--- src/rtl/lane_adapt_pkg.sv ---
package lane_adapt_pkg;

    typedef enum logic [2:0] {
        ST_IDLE  = 3'd0,
        ST_WORD  = 3'd1,
        ST_ONE   = 3'd2,
        ST_TWO   = 3'd3,
        ST_THREE = 3'd4
    } lane_mode_e;

    // Width class of a pushed word, from its byte-count tag (0 = full word).
    function automatic lane_mode_e mode_of_tag(input logic [1:0] tag);
        lane_mode_e m;
        unique case (tag)
            2'd0: m = ST_WORD;
            2'd1: m = ST_ONE;
            2'd2: m = ST_TWO;
            2'd3: m = ST_THREE;
            default: m = ST_IDLE;
        endcase
        return m;
    endfunction

endpackage

--- src/rtl/tx_tagger.sv ---
module tx_tagger #(
    parameter int              ADDR_W  = 8,
    parameter int              DATA_W  = 32,
    parameter logic [ADDR_W-1:0] A_WORD  = 'h1C,
    parameter logic [ADDR_W-1:0] A_ONE   = 'h80,
    parameter logic [ADDR_W-1:0] A_TWO   = 'h84,
    parameter logic [ADDR_W-1:0] A_THREE = 'h88,
    localparam int             LANES   = DATA_W / 8,
    localparam int             TAG_W   = $clog2(LANES)
) (
    input  logic              clk,
    input  logic              rst_n,
    input  logic              wr_en,
    input  logic [ADDR_W-1:0] addr,
    input  logic [DATA_W-1:0] wdata,
    output logic              hit,
    output logic [TAG_W-1:0]  hit_tag,
    output logic              txf_push,
    output logic [DATA_W-1:0] txf_data,
    output logic [TAG_W-1:0]  txf_tag
);

    // Address decode: which data port, and how many bytes it carries.
    always_comb begin
        hit     = 1'b0;
        hit_tag = '0;
        if (wr_en) begin
            if (addr == A_WORD) begin
                hit     = 1'b1;
                hit_tag = '0;
            end else if (addr == A_ONE) begin
                hit     = 1'b1;
                hit_tag = TAG_W'(1);
            end else if (addr == A_TWO) begin
                hit     = 1'b1;
                hit_tag = TAG_W'(2);
            end else if (addr == A_THREE) begin
                hit     = 1'b1;
                hit_tag = TAG_W'(3);
            end
        end
    end

    always_ff @(posedge clk) begin
        if (!rst_n) begin
            txf_push <= 1'b0;
            txf_data <= '0;
            txf_tag  <= '0;
        end else begin
            txf_push <= hit;
            if (hit) begin
                txf_data <= wdata;
                txf_tag  <= hit_tag;
            end
        end
    end

    assert_full_tag_R2: assert property (@(posedge clk) disable iff (!rst_n)
        (wr_en && addr == A_WORD) |=> (txf_push && txf_tag == '0));

    assert_three_tag_R3: assert property (@(posedge clk) disable iff (!rst_n)
        (wr_en && addr == A_THREE) |=> (txf_push && txf_tag == TAG_W'(3)));

    assert_push_needs_write_R4: assert property (@(posedge clk) disable iff (!rst_n)
        !wr_en |=> !txf_push);

endmodule

--- src/rtl/mix_monitor.sv ---
module mix_monitor
    import lane_adapt_pkg::*;
(
    input  logic       clk,
    input  logic       rst_n,
    input  logic       hit,
    input  logic [1:0] hit_tag,
    input  logic       txf_empty,
    input  logic       txf_push,
    output logic       mix_err
);

    lane_mode_e state_q, state_d;
    lane_mode_e tag_mode;
    logic       drained;
    logic       clash;

    assign tag_mode = mode_of_tag(hit_tag);
    assign drained  = txf_empty && !txf_push;

    // State register
    always_ff @(posedge clk) begin
        if (!rst_n) state_q <= ST_IDLE;
        else        state_q <= state_d;
    end

    // Next state
    always_comb begin
        state_d = state_q;
        unique case (state_q)
            ST_IDLE: begin
                if (hit) state_d = tag_mode;
            end
            ST_WORD, ST_ONE, ST_TWO, ST_THREE: begin
                if (hit)          state_d = tag_mode;
                else if (drained) state_d = ST_IDLE;
            end
            default: state_d = ST_IDLE;
        endcase
    end

    // Outputs
    always_comb begin
        clash = hit && (state_q != ST_IDLE) && (tag_mode != state_q) && !drained;
    end

    always_ff @(posedge clk) begin
        if (!rst_n)     mix_err <= 1'b0;
        else if (clash) mix_err <= 1'b1;
    end

    assert_clash_flags_R10: assert property (@(posedge clk) disable iff (!rst_n)
        (hit && state_q == ST_ONE && hit_tag == 2'd2 && !txf_empty) |=> mix_err);

    assert_idle_legal_R11: assert property (@(posedge clk) disable iff (!rst_n)
        (state_q == ST_IDLE && !mix_err) |=> !mix_err);

    assert_sticky_R12: assert property (@(posedge clk) disable iff (!rst_n)
        mix_err |=> mix_err);

endmodule

--- src/rtl/rx_aligner.sv ---
module rx_aligner #(
    parameter int              ADDR_W = 8,
    parameter int              DATA_W = 32,
    parameter logic [ADDR_W-1:0] A_RX   = 'h20,
    localparam int             LANES  = DATA_W / 8,
    localparam int             TAG_W  = $clog2(LANES)
) (
    input  logic              clk,
    input  logic              rst_n,
    input  logic              rd_en,
    input  logic [ADDR_W-1:0] addr,
    input  logic [DATA_W-1:0] rxf_data,
    input  logic [TAG_W-1:0]  rxf_tag,
    input  logic              rxf_empty,
    output logic              rxf_pop,
    output logic              rd_valid,
    output logic [DATA_W-1:0] rd_data
);

    logic [DATA_W-1:0] aligned;

    assign rxf_pop = rd_en && (addr == A_RX) && !rxf_empty;

    // One byte mux per result lane: shift valid bytes up to the top lanes.
    for (genvar j = 0; j < LANES; j++) begin : g_lane
        logic [7:0] lane_byte;
        always_comb begin
            int n;
            int src;
            n   = (rxf_tag == '0) ? LANES : int'(rxf_tag);
            src = j - (LANES - n);
            lane_byte = 8'h00;
            if (src >= 0) lane_byte = rxf_data[8*src +: 8];
        end
        assign aligned[8*j +: 8] = lane_byte;
    end

    always_ff @(posedge clk) begin
        if (!rst_n) begin
            rd_valid <= 1'b0;
            rd_data  <= '0;
        end else begin
            rd_valid <= rd_en;
            rd_data  <= rxf_pop ? aligned : '0;
        end
    end

    assert_pop_answers_R5: assert property (@(posedge clk) disable iff (!rst_n)
        rxf_pop |=> rd_valid);

    assert_one_byte_low_zero_R7: assert property (@(posedge clk) disable iff (!rst_n)
        (rxf_pop && rxf_tag == TAG_W'(1)) |=> (rd_data[DATA_W-9:0] == '0));

    assert_empty_read_zero_R8: assert property (@(posedge clk) disable iff (!rst_n)
        (rd_en && addr == A_RX && rxf_empty) |=> (rd_valid && rd_data == '0));

    assert_other_read_no_pop_R9: assert property (@(posedge clk) disable iff (!rst_n)
        (rd_en && addr != A_RX) |-> !rxf_pop);

endmodule

--- src/rtl/flash_lane_adapter.sv ---
module flash_lane_adapter #(
    parameter int              ADDR_W  = 8,
    parameter int              DATA_W  = 32,
    parameter logic [ADDR_W-1:0] A_WORD  = 'h1C,
    parameter logic [ADDR_W-1:0] A_ONE   = 'h80,
    parameter logic [ADDR_W-1:0] A_TWO   = 'h84,
    parameter logic [ADDR_W-1:0] A_THREE = 'h88,
    parameter logic [ADDR_W-1:0] A_RX    = 'h20,
    localparam int             LANES   = DATA_W / 8,
    localparam int             TAG_W   = $clog2(LANES)
) (
    input  logic              clk,
    input  logic              rst_n,
    input  logic              bus_wr_en,
    input  logic              bus_rd_en,
    input  logic [ADDR_W-1:0] bus_addr,
    input  logic [DATA_W-1:0] bus_wdata,
    output logic              bus_rvalid,
    output logic [DATA_W-1:0] bus_rdata,
    output logic              txf_push,
    output logic [DATA_W-1:0] txf_data,
    output logic [TAG_W-1:0]  txf_tag,
    input  logic              txf_empty,
    output logic              rxf_pop,
    input  logic [DATA_W-1:0] rxf_data,
    input  logic [TAG_W-1:0]  rxf_tag,
    input  logic              rxf_empty,
    output logic              mix_err
);

    logic             hit;
    logic [TAG_W-1:0] hit_tag;

    tx_tagger #(
        .ADDR_W (ADDR_W), .DATA_W (DATA_W),
        .A_WORD (A_WORD), .A_ONE (A_ONE), .A_TWO (A_TWO), .A_THREE (A_THREE)
    ) u_tagger (
        .clk      (clk),
        .rst_n    (rst_n),
        .wr_en    (bus_wr_en),
        .addr     (bus_addr),
        .wdata    (bus_wdata),
        .hit      (hit),
        .hit_tag  (hit_tag),
        .txf_push (txf_push),
        .txf_data (txf_data),
        .txf_tag  (txf_tag)
    );

    mix_monitor u_monitor (
        .clk       (clk),
        .rst_n     (rst_n),
        .hit       (hit),
        .hit_tag   (hit_tag),
        .txf_empty (txf_empty),
        .txf_push  (txf_push),
        .mix_err   (mix_err)
    );

    rx_aligner #(
        .ADDR_W (ADDR_W), .DATA_W (DATA_W), .A_RX (A_RX)
    ) u_aligner (
        .clk       (clk),
        .rst_n     (rst_n),
        .rd_en     (bus_rd_en),
        .addr      (bus_addr),
        .rxf_data  (rxf_data),
        .rxf_tag   (rxf_tag),
        .rxf_empty (rxf_empty),
        .rxf_pop   (rxf_pop),
        .rd_valid  (bus_rvalid),
        .rd_data   (bus_rdata)
    );

    assert_reads_never_push_R4: assert property (@(posedge clk) disable iff (!rst_n)
        (bus_rd_en && !bus_wr_en) |=> !txf_push);

endmodule

--- config.mk ---
export PLATFORM = sky130hd
export DESIGN_NAME = flash_lane_adapter
export DESIGN_NICKNAME = d
export VERILOG_FILES = /design/src/rtl/lane_adapt_pkg.sv /design/src/rtl/tx_tagger.sv /design/src/rtl/mix_monitor.sv /design/src/rtl/rx_aligner.sv /design/src/rtl/flash_lane_adapter.sv
export SDC_FILE = /design/constraint.sdc
export NUM_CORES = 1
export LEC_CHECK = 0
export ABC_CLOCK_PERIOD_IN_PS = 2300
export BUFFER_PORTS_ARGS = -buffer_cell sky130_fd_sc_hd__buf_2
export CAP_MARGIN = 20
export CORE_AREA = 3 3 102 104
export CTS_BUF_LIST = sky130_fd_sc_hd__clkbuf_16
export DETAILED_ROUTE_END_ITERATION = 10
export DIE_AREA = 0 0 105 107
export GPL_ROUTABILITY_DRIVEN = 0
export HOLD_SLACK_MARGIN = 0.12
export PLACE_DENSITY = 0.75
export SYNTH_ARGS = -nofsm -noshare
export SYNTH_HDL_FRONTEND = slang
export SYNTH_HIERARCHICAL = 1
export SYNTH_SLANG_ARGS = --single-unit
export TNS_END_PERCENT = 10
--- constraint.sdc ---
create_clock -name clk -period 2.3 [get_ports clk]
set_input_delay 0.69 -clock clk [delete_from_list [all_inputs] [get_ports clk]]
set_output_delay 0.69 -clock clk [all_outputs]
set_load 0.02 [all_outputs]
### Word level (Yosys, flattened, before mapping)

Index checks and enable logic that the tools add are counted.

| word-level totals | value |
|---|---|
| register bits after elaboration | 72 |
| input bits | 80 |
| logic and storage cells | 73 |

| operators by class | value |
|---|---|
| add/subtract/negate cells | 5 |
| $lt $le $gt $ge | 4 |
| equal/unequal tests | 15 |
| shift-type cells | 4 |
| multiplexer cells | 16 |
| reduce and logical (&&, ||, !) cells | 19 |

Operators with widths:

| operator | count |
|---|---|
| $ge 32x1->1 const B | 4 |
| $shiftx 32x32->8 | 4 |
| $sub 3x32->32 const A | 2 |
| $sub 1x32->32 const A | 1 |
| $sub 2x32->32 const A | 1 |
| $sub 4x32->32 const A | 1 |
| $eq 8x8->1 const B | 3 |
| $mux 3 | 4 |
| $pmux 3 s4 | 1 |
| $reduce_and 3->1 | 4 |
| $mux 2 | 5 |
| $eq 8x5->1 const B | 1 |
| $eq 8x6->1 const B | 1 |
| $eq 3x2->1 const B | 2 |
| $logic_and 1x1->1 | 6 |
| $pmux 3 s2 | 1 |
| $mux 1 | 5 |
| $eq 2x2->1 const B | 2 |
| $logic_not 2->1 | 2 |
| $reduce_or 4->1 | 1 |
| $eq 3x1->1 const B | 1 |
| $eq 3x3->1 const B | 1 |
| $logic_not 1->1 | 3 |
| $logic_not 3->1 | 1 |
| 6 further kinds | 6 |

### Longest topological paths before layout

Gate-level depths: netlist (run 1).

| logic depth | value |
|---|---|
| depth in word-level cells | 11 |
| gate-level depth with buffers | 9 |
| gate-level depth less buffers | 8 |

### Modules after synthesis

The synthesis (run 1) kept the hierarchy.

Modules (own cells, without submodules):

| module | instances | cells each | area an instance (sq um) | seq. area each (sq um) |
|---|---|---|---|---|
| rx_aligner | 1 | 148 | 1622.8 | 660.6 |
| tx_tagger | 1 | 159 | 1468.9 | 700.7 |
| mix_monitor | 1 | 31 | 255.2 | 80.1 |

### Worst setup path before layout (run 1)

OpenSTA, ideal clock, no wires.

| path | value |
|---|---|
| path type | input to register |
| from | in bus_addr[5] |
| to | reg u_monitor.mix_err |
| arrival | 2092 ps |
| slack | 84 ps |
| stages | 8 |
| buffers on the path | 0 |
| cell sequence | nor3_2 -> nand4_1 -> nor2_1 -> inv_1 -> ha_1 -> or3_1 -> a211oi_1 -> o31ai_1 |

| on the way | value |
|---|---|
| longest elaborated chain between the ends | 11 |

RTL lines:

| element | line | source |
|---|---|---|
| start: declaration | flash_lane_adapter.sv:16 | `input logic [ADDR_W-1:0] bus_addr,` |
| $eq 8x8->1 | tx_tagger.sv:37 | `end else if (addr == A_THREE) begin` |
| $mux 2 | tx_tagger.sv:37 |  |
| $mux 2 | tx_tagger.sv:34 | `end else if (addr == A_TWO) begin` |
| $mux 2 | tx_tagger.sv:31 | `end else if (addr == A_ONE) begin` |
| $mux 2 * | tx_tagger.sv:28 | `if (addr == A_WORD) begin` |
| $mux 2 * | tx_tagger.sv:27 | `if (wr_en) begin` |
| named net hit_tag[1] | flash_lane_adapter.sv:32 | `logic [TAG_W-1:0] hit_tag;` |
| $eq 2x2->1, or another cell as far along | lane_adapt_pkg.sv:14 | `unique case (tag)` |
| $pmux 3 s4 * | lane_adapt_pkg.sv:14 |  |
| $ne 3x3->1 * | mix_monitor.sv:44 | `clash = hit && (state_q != ST_IDLE) && (tag_mode != state_q) && !drained;` |
| $logic_and 1x1->1 * (2 in series) | mix_monitor.sv:44 |  |
| end signal: assignment | mix_monitor.sv:48 | `if (!rst_n) mix_err <= 1'b0;` |
| end signal: assignment | mix_monitor.sv:49 | `else if (clash) mix_err <= 1'b1;` |
| end: declaration | mix_monitor.sv:10 | `output logic mix_err` |

Mark *: on every way through the listed nets, which the timed path passes. The rest lies on a longest branch.
A chain may end at the register's enable or synchronous reset.

### Worst setup path after layout (run 1)

| path | value |
|---|---|
| from | in bus_addr[1] |
| to | out rxf_pop |

| on the way | value |
|---|---|
| longest elaborated chain between the ends | 3 |

RTL lines:

| element | line | source |
|---|---|---|
| $eq 8x6->1 | rx_aligner.sv:22 | `assign rxf_pop = rd_en && (addr == A_RX) && !rxf_empty;` |
| $logic_and 1x1->1 (2 in series) | rx_aligner.sv:22 |  |
| end: declaration | flash_lane_adapter.sv:24 | `output logic rxf_pop,` |

No other way between the ends.

==> results of run 1 <==
[state kept, by name, summed over array words and instances, names as in the netlist]
signal              count
u_monitor/state_q       3
u_tagger/txf_push       1
u_aligner/rd_valid      1
u_monitor/mix_err       1
u_aligner/rd_data      32
u_tagger/txf_data      32
u_tagger/txf_tag        2
[area by class of cell]
class	instances	area, sq um	share of cell area, %
Sequential cell	72	1440	32.4
Clock buffer	9	225	5.06
Multi-Input combinational cell	238	1680	37.7
Inverter	6	22.5	0.506
Tap cell	133	166	3.74
Timing Repair Buffer	162	868	19.5
Clock inverter	7	47.5	1.07
[metrics by stage]
stage | setup TNS [ps] | hold slack, ps | power, mW | setup slack (ps) | instance area (sq um)
2_1_floorplan | 0 | 480 | 1.44 | 83.5 | 3350
3_3_place_gp | -15.1 | 439 | 1.54 | -15.1 | 4180
3_5_place_dp | -102 | 447 | 1.55 | -76.1 | 4180
4_1_cts | 0 | 455 | 2.82 | 56.2 | 4450
5_1_grt | 0 | 471 | 2.90 | 10.2 | 4450
6_report | 0 | 453 | 2.77 | 67.4 | 4450
[where the power goes]
part | switching (mW) | internal, mW | leakage [nW]
Clock | 0.522 | 0.728 | 0.133
Combinational | 0.148 | 0.122 | 1.43
Sequential | 0.00144 | 1.25 | 0.580
[per-layer routing]
metal / routed length [microns] / global-route usage [%] / part of all wire (%)
met2: 3950 / 25.0 / 45
met1: 3830 / 18.0 / 44
met4: 135 / 6.00 / 1.6
met5: 0 / 0 / 0
met3: 778 / 5.60 / 9.0
[worst paths after layout]
| path | slack (ps) | endpoint | cells after the start | from |
|---|---|---|---|---|
| max | 70 | rxf_pop | 5 | bus_addr[1] |
| min | 450 | u_tagger/txf_data[2] | 2 | u_tagger/txf_data[2] |
| max reg2reg | 1130 | u_monitor/mix_err | 3 | u_monitor/state_q[0] |
| min reg2reg | 450 | u_tagger/txf_data[2] | 2 | u_tagger/txf_data[2] |
[worst register-to-register path, delay by kind of cell, from the launching register on]
kind / cells / cell delay [ps]
DFF: 1 / 340
AOI/OAI and AO/OA: 2 / 340
and+or+nand+nor: 1 / 380
[cells in the final DEF (no fill, tap or decap), drive strengths merged, types with 3 or more instances in the layout]
cell    count
nor2b       9
nand4       4
dfxtp      72
nand3b      3
buf       162
nor2       13
nand2      70
ha          9
clkinv      5
and3        9
nand2b      3
inv         7
clkbuf      9
a211oi     33
and3b       9
nand3       4
mux2i      48
[kinds of logic (layout without fill, tap and decap cells)]
| logic type | after synthesis | after routing | synth area share, % |
|---|---|---|---|
| buffers and inverters | 28 | 184 | 7.03 |
| and+or+nand+nor | 135 | 135 | 21.9 |
| AOI/OAI and AO/OA | 43 | 43 | 9.53 |
| adders and majority gates | 9 | 9 | 3.36 |
| muxes | 48 | 48 | 14.4 |
| DFF | 72 | 72 | 43.1 |
| xor gates and xnor gates | 3 | 3 | 0.785 |
==> summary.md, run 1 <==
| Metric | Value |
|---|---|
| Dominant cell type by area after synthesis | `dfxtp_1` |
| Root Buffer | `clkbuf_16` |
| Synth warn | `6` |
| NumNets Final | `~580` |
| Final Cycle Share | `a little over nine tenths` |
| Crit path time final | `2230 ps` |
| Initial Util | `between 30% and 40%` |
| FMAX | `448 MHz` |
| Critical Path RT | `approximately 1600 ps` |
| CP startpoint kind | `input pin` |
| CTS H-tree depth | `3` |
| Crit path cell chain | `buf_2 -> buf_4 -> nor4_4 -> and3_1 -> buf_2` |
| Status | `completed` |
| Worst EP arrival | `about 1500 ps` |
| GRT Util Overall | `approximately 15%` |
| Largest net degree at the start of global routing | `77` |
| Synth area leaders | `dfxtp_1, mux2i_1, nand2_1` |
| CTS Buffer Depth | `2` |
| Max-cap violations | `0` |
| Setup crit end kind | `primary output` |
| Io pins | `150` |
| Ys async rst share | `0%` |
| Number of diodes | `0` |
| Post-Syn Area | `approximately 0.0033 sq mm` |
| Wire per inst | `about 14 microns` |
| Crit path kind | `input pin to primary output` |
| Placed Cells | `611` |
| Core box area | `between 0.009 and 0.01 sq mm` |
| Vias per cell | `about 4.7` |
| Worst skew pair latency | `320 ps` |
| Initial antenna violation count | `0` |
| FF+latch count, synth | `~70` |
| Fillers | `about 930` |
| Yosys top cell area share | `43.1%` |
| Yosys cell types | `between 40 and 50` |
| First-pass GRT wire length | `around 14000 microns` |
| Worst slew pin tran | `approximately 560 ps` |
| Area Overhead vs Synth | `32.9%` |
| Final count of negative-setup-slack endpoints | `0` |
| Detailed Routing Iterations Pass 1 | `4` |
| I/O Buffers | `roughly 150` |
| Die Footprint | `~0.011 sq mm` |
| Cells after Synth | `about 340` |
| CTS Buf Count | `9` |
| Critical Path Max Stage Delay | `around 280 ps` |
| Leak | `approximately 2.1 nW` |
| Slowest cell on crit path | `nor4_4` |
| Final setup skew | `0.714 ps` |
| Fin util | `between 40% and 50%` |
| Post-cts sizing count | `0` |
| CTS Sinks | `72` |
| Final WL | `about 8700 microns` |
| VDD IR max | `0.000282 V` |
| Slew Limit Fails | `0` |
| Setup Buffers After CTS | `0` |
| Total gr overflow | `0` |
| Peak fanout along the critical path | `2` |
| Final Hold Fails | `0` |
| Hpwl dp | `between 6000 and 7000 microns` |
| Max_slew headroom | `about 62%` |
| Syn Area/Cell | `between 9 and 10 sq um` |
| Worst hold-check path type | `flip-flop to flip-flop` |
| Share of cells above drive strength 1 | `between 30% and 40%` |
| Post-Syn Nets | `about 430` |
| Most used DFF post-synth | `dfxtp_1` |
| Die Ht | `107 microns` |
| EDFF count, synth | `0` |
| Cell family contributing the most delay on the critical path | `simple AND/OR/NAND/NOR gates` |
| Sequential share of the synthesized area | `between 40% and 50%` |
| Fin cells | `627` |
| ANT nets after route | `0` |
| CTS tree | `yes` |
| Most common cell in the netlist | `dfxtp_1` |
| Most used cell, CP | `buf_2` |
| Power Dens Cells | `around 620 mW/mm^2` |
| Buffers & Inverters on Critical Path | `3` |
| Std cell rows | `36` |
| Clk slew on worst S/H paths | `approximately 50 ps` |
| Vias in the first global route | `between 2000 and 3000` |
| Residual DRC | `0` |
| Hold buffer count at CTS | `0` |
| Via count | `approximately 3000` |
| Top cells by count, synth | `dfxtp_1, nand2_1, mux2i_1, a211oi_1, nor2_1` |
| Drt initial violations | `130` |
| Unrepaired setup endpoints after global routing | `false` |
| Die X | `105 microns` |
No activity file was read; power rests on OpenSTA's default activity.
==> inputs of run 2 (changes only) <==
--- a/config.mk
+++ b/config.mk
@@ -8,15 +8,15 @@
 export ABC_CLOCK_PERIOD_IN_PS = 2300
 export BUFFER_PORTS_ARGS = -buffer_cell sky130_fd_sc_hd__buf_2
 export CAP_MARGIN = 20
-export CORE_AREA = 3 3 102 104
+export CORE_AREA = 3 3 98 100
 export CTS_BUF_LIST = sky130_fd_sc_hd__clkbuf_16
+export CTS_CLUSTER_DIAMETER = 120
 export DETAILED_ROUTE_END_ITERATION = 10
-export DIE_AREA = 0 0 105 107
+export DIE_AREA = 0 0 101 103
 export GPL_ROUTABILITY_DRIVEN = 0
 export HOLD_SLACK_MARGIN = 0.12
-export PLACE_DENSITY = 0.75
+export PLACE_DENSITY = 0.76
 export SYNTH_ARGS = -nofsm -noshare
 export SYNTH_HDL_FRONTEND = slang
-export SYNTH_HIERARCHICAL = 1
 export SYNTH_SLANG_ARGS = --single-unit
 export TNS_END_PERCENT = 10
==> summary.md, run 2 <==
| Metric | Value |
|---|---|
| Peak fanout along the critical path | `4` |
| Via count | `2952` |
| CTS tree | `yes` |
| Io pins | `150` |
| Residual DRC | `0` |
| Buffers & Inverters on Critical Path | `2` |
| Worst hold-check path type | `flip-flop to flip-flop` |
| CTS Buf Count | `9` |
| Sequential share of the synthesized area | `a little under half` |
| Vias in the first global route | `2832` |
| Die Footprint | `~0.010 sq mm` |
| Largest regs | `u_aligner.rd_data (32), u_tagger.txf_data (32), u_monitor.state_q (3)` |
| Final WL | `8730 microns` |
| Core box area | `approximately 0.0088 sq mm` |
| CTS H-tree depth | `3` |
| Cell Area, Placed | `between 0.003 and 0.004 sq mm` |
| Final Cycle Share | `between 90% and 100%` |
| CTS Buffer Depth | `2` |
| Share of cells above drive strength 1 | `approximately 44%` |
| Clk slew on worst S/H paths | `around 60 ps` |
| Power Dens Cells | `between 700 and 800 mW/mm^2` |
| Final count of negative-setup-slack endpoints | `0` |
| I/O Buffers | `approximately 150` |
| Post-Syn Area | `~0.0031 sq mm` |
| Cell area after layout | `0.00432 sq mm` |
| Final setup skew | `roughly 7.2 ps` |
| Die X | `between 100 and 150 microns` |
| Routed length on met2 | `4520 microns` |
| Wire per inst | `approximately 15 microns` |
| Crit path kind | `input pin to primary output` |
| Root Buffer | `clkbuf_16` |
| Hold path depth | `2` |
| Synth warn | `0` |
| Yosys cell types | `38` |
| FMAX | `454 MHz` |
| Post-cts sizing count | `0` |
| Yosys top cell area share | `a little under half` |
| Hpwl dp | `just under 7000 microns` |
| CTS Sinks | `between 70 and 80` |
| Initial Util | `35.1%` |
| Setup Buffers After CTS | `0` |
| Post-Syn Nets | `400` |
| FF+latch count, synth | `72` |
| First-pass GRT wire length | `about 13000 microns` |
| Setup TNS | `0 ps` |
| Dominant cell type by area after synthesis | `dfxtp_1` |
| Max_slew headroom | `between 70% and 80%` |
| Synth area leaders | `dfxtp_1, mux4_2, a21oi_1` |
| Setup crit end kind | `primary output` |
| Unrepaired setup endpoints after global routing | `false` |
| Top cells by count, synth | `dfxtp_1, a21oi_1, nand3_1, o21ai_0, nand2_1` |
| NumNets Final | `between 500 and 600` |
| Status | `completed` |
| Cell family contributing the most delay on the critical path | `simple AND/OR/NAND/NOR gates` |
| Syn Area/Cell | `approximately 9.8 sq um` |
| Most used cell, CP | `buf_2` |
| Vias per cell | `5.09` |
| Critical Path Max Stage Delay | `between 300 and 400 ps` |
| Total gr overflow | `0` |
| Worst EP arrival | `1510 ps` |
| Reg2Reg Depth | `4` |
| VDD IR max | `between 0.0003 and 0.0004 V` |
| Crit path cell chain | `buf_2 -> nor4b_2 -> and3_1 -> buf_2` |
| Leak | `1.96 nW` |
| Placed Cells | `roughly 560` |
| Critical Path Stages | `4` |
| ANT nets after route | `0` |
| M1 WL | `approximately 3200 microns` |
| Top Layer Used | `met4` |
| Pre-CTS WS | `-34.6 ps` |
| Commonest non-fill, non-tap cell in the layout | `buf_2` |
| EDFF count, synth | `0` |
| GRT Util Overall | `between 15 and 20%` |
| Hold buffer count at CTS | `0` |
| Commonest cells after routing, fill and taps aside | `buf_2, dfxtp_1, a21oi_1` |
| Ys async rst share | `0%` |
| Slew Limit Fails | `0` |
| Cells after Synth | `approximately 320` |
| Fin worst setup slack | `~96 ps` |
| Max-cap violations | `0` |
| Fin cells | `slightly below 600` |
| Final Hold Fails | `0` |
| Most used DFF post-synth | `dfxtp_1` |
| Std cell rows | `34` |
| CP startpoint kind | `input pin` |
| Drt initial violations | `around 160` |
| Number of diodes | `0` |
| Crit path time final | `2200 ps` |
| Detailed Routing Iterations Pass 1 | `4` |
| DR WL met3 | `slightly below 900 microns` |
| Slowest cell on crit path | `nor4b_2` |
| Worst skew pair latency | `320 ps` |
| Area Overhead vs Synth | `40.6%` |
| Initial antenna violation count | `0` |
| Most common cell in the netlist | `dfxtp_1` |
| Largest net degree at the start of global routing | `35` |
| Die Ht | `103 microns` |
| Worst slew pin tran | `roughly 390 ps` |
| Final hold slack | `approximately 470 ps` |
| Critical Path RT | `~1600 ps` |
-- run 2: cell families after synthesis --
| group | synth area share (%) |
|---|---|
| compound gates | 14.8 |
| simple gates | 18.7 |
| mux | 11.7 |
| buf+inv | 4.28 |
| fa+ha+maj | 2.40 |
| flops | 46.9 |
| xor+xnor | 1.14 |
-- run 2: power breakdown --
group	switching (mW)	internal, mW	total (mW)
registers	0.00152	1.25	1.25
logic	0.140	0.152	0.292
clock network	0.529	0.951	1.48
-- run 2: routing by layer --
layer / vias to the layer above / global-route usage [%]
met5: - / 0
met4: 0 / 5.01
met2: 140 / 30.1
met3: 9 / 5.41
li1: 1430 / -
met1: 1373 / 18.1
-- run 2: path summary, 6_finish.rpt --
check	to	slack, ps	start
worst min register to register	u_monitor.mix_err	470	u_monitor.mix_err
worst min-delay path	u_monitor.mix_err	470	u_monitor.mix_err
worst max register to register	u_monitor.state_q[2]	820	u_monitor.state_q[0]
worst max-delay path	rxf_pop	100	bus_addr[3]
-- run 2: through the flow --
step / total power [mW] / util [%]
final: 3.02 / 49.3
after global routing: 3.14 / 49.3
after CTS: 3.06 / 49.3
after detailed placement: 1.57 / 45.6
after global placement: 1.56 / 45.6
after floorplan: 1.44 / -
-- run 2: final cells by class --
| cell class | count | area (sq um) |
|---|---|---|
| Inverter | 3 | 11.3 |
| Fill cell | 819 | 4450 |
| Tap cell | 108 | 135 |
| Timing Repair Buffer | 166 | 911 |
| Sequential cell | 72 | 1440 |
| Clock buffer | 9 | 225 |
| Clock inverter | 7 | 95.1 |
| Multi-Input combinational cell | 215 | 1500 |
-- run 2: tightest hold or removal path: stages (launching register included) --
cell and delay [ps]:
dfxtp_1 330, nand2_1 50, o21ai_0 60
==> inputs of run 3 (changes only) <==
--- a/config.mk
+++ b/config.mk
@@ -5,7 +5,7 @@
 export SDC_FILE = /design/constraint.sdc
 export NUM_CORES = 1
 export LEC_CHECK = 0
-export ABC_CLOCK_PERIOD_IN_PS = 2300
+export ABC_CLOCK_PERIOD_IN_PS = 2440
 export BUFFER_PORTS_ARGS = -buffer_cell sky130_fd_sc_hd__buf_2
 export CAP_MARGIN = 20
 export CORE_AREA = 3 3 98 100
@@ -15,7 +15,7 @@
 export DIE_AREA = 0 0 101 103
 export GPL_ROUTABILITY_DRIVEN = 0
 export HOLD_SLACK_MARGIN = 0.12
-export PLACE_DENSITY = 0.76
+export PLACE_DENSITY = 0.74
 export SYNTH_ARGS = -nofsm -noshare
 export SYNTH_HDL_FRONTEND = slang
 export SYNTH_SLANG_ARGS = --single-unit
==> constraint.sdc (replaced) <==
create_clock -name clk -period 2.44 [get_ports clk]
set_input_delay 0.732 -clock clk [delete_from_list [all_inputs] [get_ports clk]]
set_output_delay 0.732 -clock clk [all_outputs]
set_load 0.02 [all_outputs]
==> summary.md, run 3 (synthesized netlist as in run 2, its figures left out) <==
| Metric | Value |
|---|---|
| Worst slew pin tran | `474 ps` |
| Initial Util | `35.1%` |
| Pre-CTS WS | `~21 ps` |
| Worst EP arrival | `~1500 ps` |
| Unrepaired setup endpoints after global routing | `false` |
| VDD IR max | `0.000342 V` |
| Total Power | `approximately 2.6 mW` |
| CP startpoint kind | `input pin` |
| Vias in the first global route | `2819` |
| Crit path cell chain | `buf_2 -> nor4b_2 -> and3_1 -> buf_2` |
| Commonest cells after routing, fill and taps aside | `buf_2, dfxtp_1, a21oi_1` |
| Number of diodes | `0` |
| Leak | `1.90 nW` |
| Residual DRC | `0` |
| Commonest non-fill, non-tap cell in the layout | `buf_2` |
| Hold buffer count at CTS | `0` |
| CTS Sinks | `72` |
| Critical Path RT | `between 1500 and 2000 ps` |
| Final Hold Fails | `0` |
| Setup crit end kind | `primary output` |
| Power Dens Cells | `about 610 mW/mm^2` |
| Setup TNS | `0 ps` |
| Cell Area, Placed | `between 0.003 and 0.004 sq mm` |
| Die Footprint | `between 0.01 and 0.015 sq mm` |
| Via count | `between 2000 and 3000` |
| Cell area after layout | `0.00420 sq mm` |
| Max-cap violations | `0` |
| Reg-to-Reg Start | `u_monitor.state_q[0]` |
| CTS H-tree depth | `3` |
| Final count of negative-setup-slack endpoints | `0` |
| CTS tree | `yes` |
| CP startpoint | `bus_addr[3]` |
| Vias per cell | `between 5 and 6` |
| Largest net degree at the start of global routing | `38` |
| Worst hold-check path type | `flip-flop to flip-flop` |
| Initial antenna violation count | `0` |
| Final Cycle Share | `between 90 and 100%` |
| Fin worst setup slack | `roughly 180 ps` |
| CTS Buf Count | `9` |
| Final WL | `8470 microns` |
| ANT nets after route | `0` |
| Final hold slack | `approximately 460 ps` |
| Std cell rows | `34` |
| Total gr overflow | `0` |
| I/O Buffers | `~150` |
| Detailed Routing Iterations Pass 1 | `4` |
| Setup Buffers After CTS | `0` |
| Die X | `around 100 microns` |
| Buffers & Inverters on Critical Path | `2` |
| Crit path time final | `2260 ps` |
| Hpwl dp | `around 6500 microns` |
| Cell family contributing the most delay on the critical path | `simple AND/OR/NAND/NOR gates` |
| Critical Path Max Stage Delay | `approximately 300 ps` |
| Most used cell, CP | `buf_2` |
| NumNets Final | `547` |
| FMAX | `around 440 MHz` |
| Die Ht | `approximately 100 microns` |
| Max_slew headroom | `approximately 68%` |
| GRT Util Overall | `~16%` |
| Post-cts sizing count | `0` |
| Root Buffer | `clkbuf_16` |
| Largest regs | `u_aligner.rd_data (32), u_tagger.txf_data (32), u_monitor.state_q (3)` |
| Slowest cell on crit path | `nor4b_2` |
| Core box area | `0.00876 sq mm` |
| CTS Buffer Depth | `2` |
| Status | `completed` |
| Peak fanout along the critical path | `4` |
| Wire per inst | `~15 microns` |
| Share of cells above drive strength 1 | `between 40% and 50%` |
| Slew Limit Fails | `0` |
| Drt initial violations | `100` |
| Hold Path Origin | `u_monitor.mix_err` |
| First-pass GRT wire length | `approximately 13000 microns` |
| Area Overhead vs Synth | `36.7%` |
| Clk slew on worst S/H paths | `approximately 50 ps` |
| Crit path kind | `input pin to primary output` |
| Worst skew pair latency | `320 ps` |
| Final setup skew | `approximately 0.30 ps` |
| Io pins | `150` |
[run 3: changes by cell type in the layout (fill, tap and decap cells not counted)]
| cell | before | now |
|---|---|---|
| buf_4 | 14 | 9 |
| clkinv_4 | 1 | 0 |
| bufinv_16 | 2 | 0 |
| clkinv_2 | 2 | 0 |
| inv_6 | 1 | 0 |
| clkinv_1 | 1 | 5 |
| clkinvlp_4 | 1 | 0 |
[run 3: through the flow]
step | instances | util, %
3_5_place_dp | 559 | 45.2
4_1_cts | 572 | 47.9
2_1_floorplan | 315 | -
3_3_place_gp | 559 | 45.2
5_1_grt | 572 | 47.9
6_report | 572 | 47.9
[run 3: worst paths after layout]
kind	endpoint	slack (ps)	cells after the start
min reg2reg	u_monitor.mix_err	460	2
min	u_monitor.mix_err	460	2
max reg2reg	u_monitor.state_q[2]	960	4
max	rxf_pop	180	4
[run 3: layout make-up]
type	instances	area [sq um]
fillers	826	4560
clock inverters	4	15.0
repair buffers	161	873
multi-input cells	215	1500
flip-flops and latches	72	1440
well taps	108	135
inverters	3	11.3
clock buffers	9	225
[run 3: power breakdown]
group	leakage (nW)	total [mW]	switching, mW	internal (mW)
Clock	0.117	1.10	0.445	0.655
Sequential	0.580	1.18	0.00137	1.18
Combinational	1.20	0.269	0.130	0.139
Total	1.90	2.55	0.576	1.97
[run 3: layer usage]
metal | track usage (%) | up-vias | wire, microns
met2 | 28.1 | 168 | 4060
met1 | 18.2 | 1381 | 3290
met4 | 6.13 | 0 | 160
li1 | - | 1414 | -
met5 | 0 | - | 0
met3 | 6.16 | 16 | 966
[run 3: worst reg2reg max path, delay by kind of cell (launching register included)]
family	cells	cell delay, ps
compound gates	2	480
fa+ha+maj	1	310
simple gates	1	300
flops	1	340
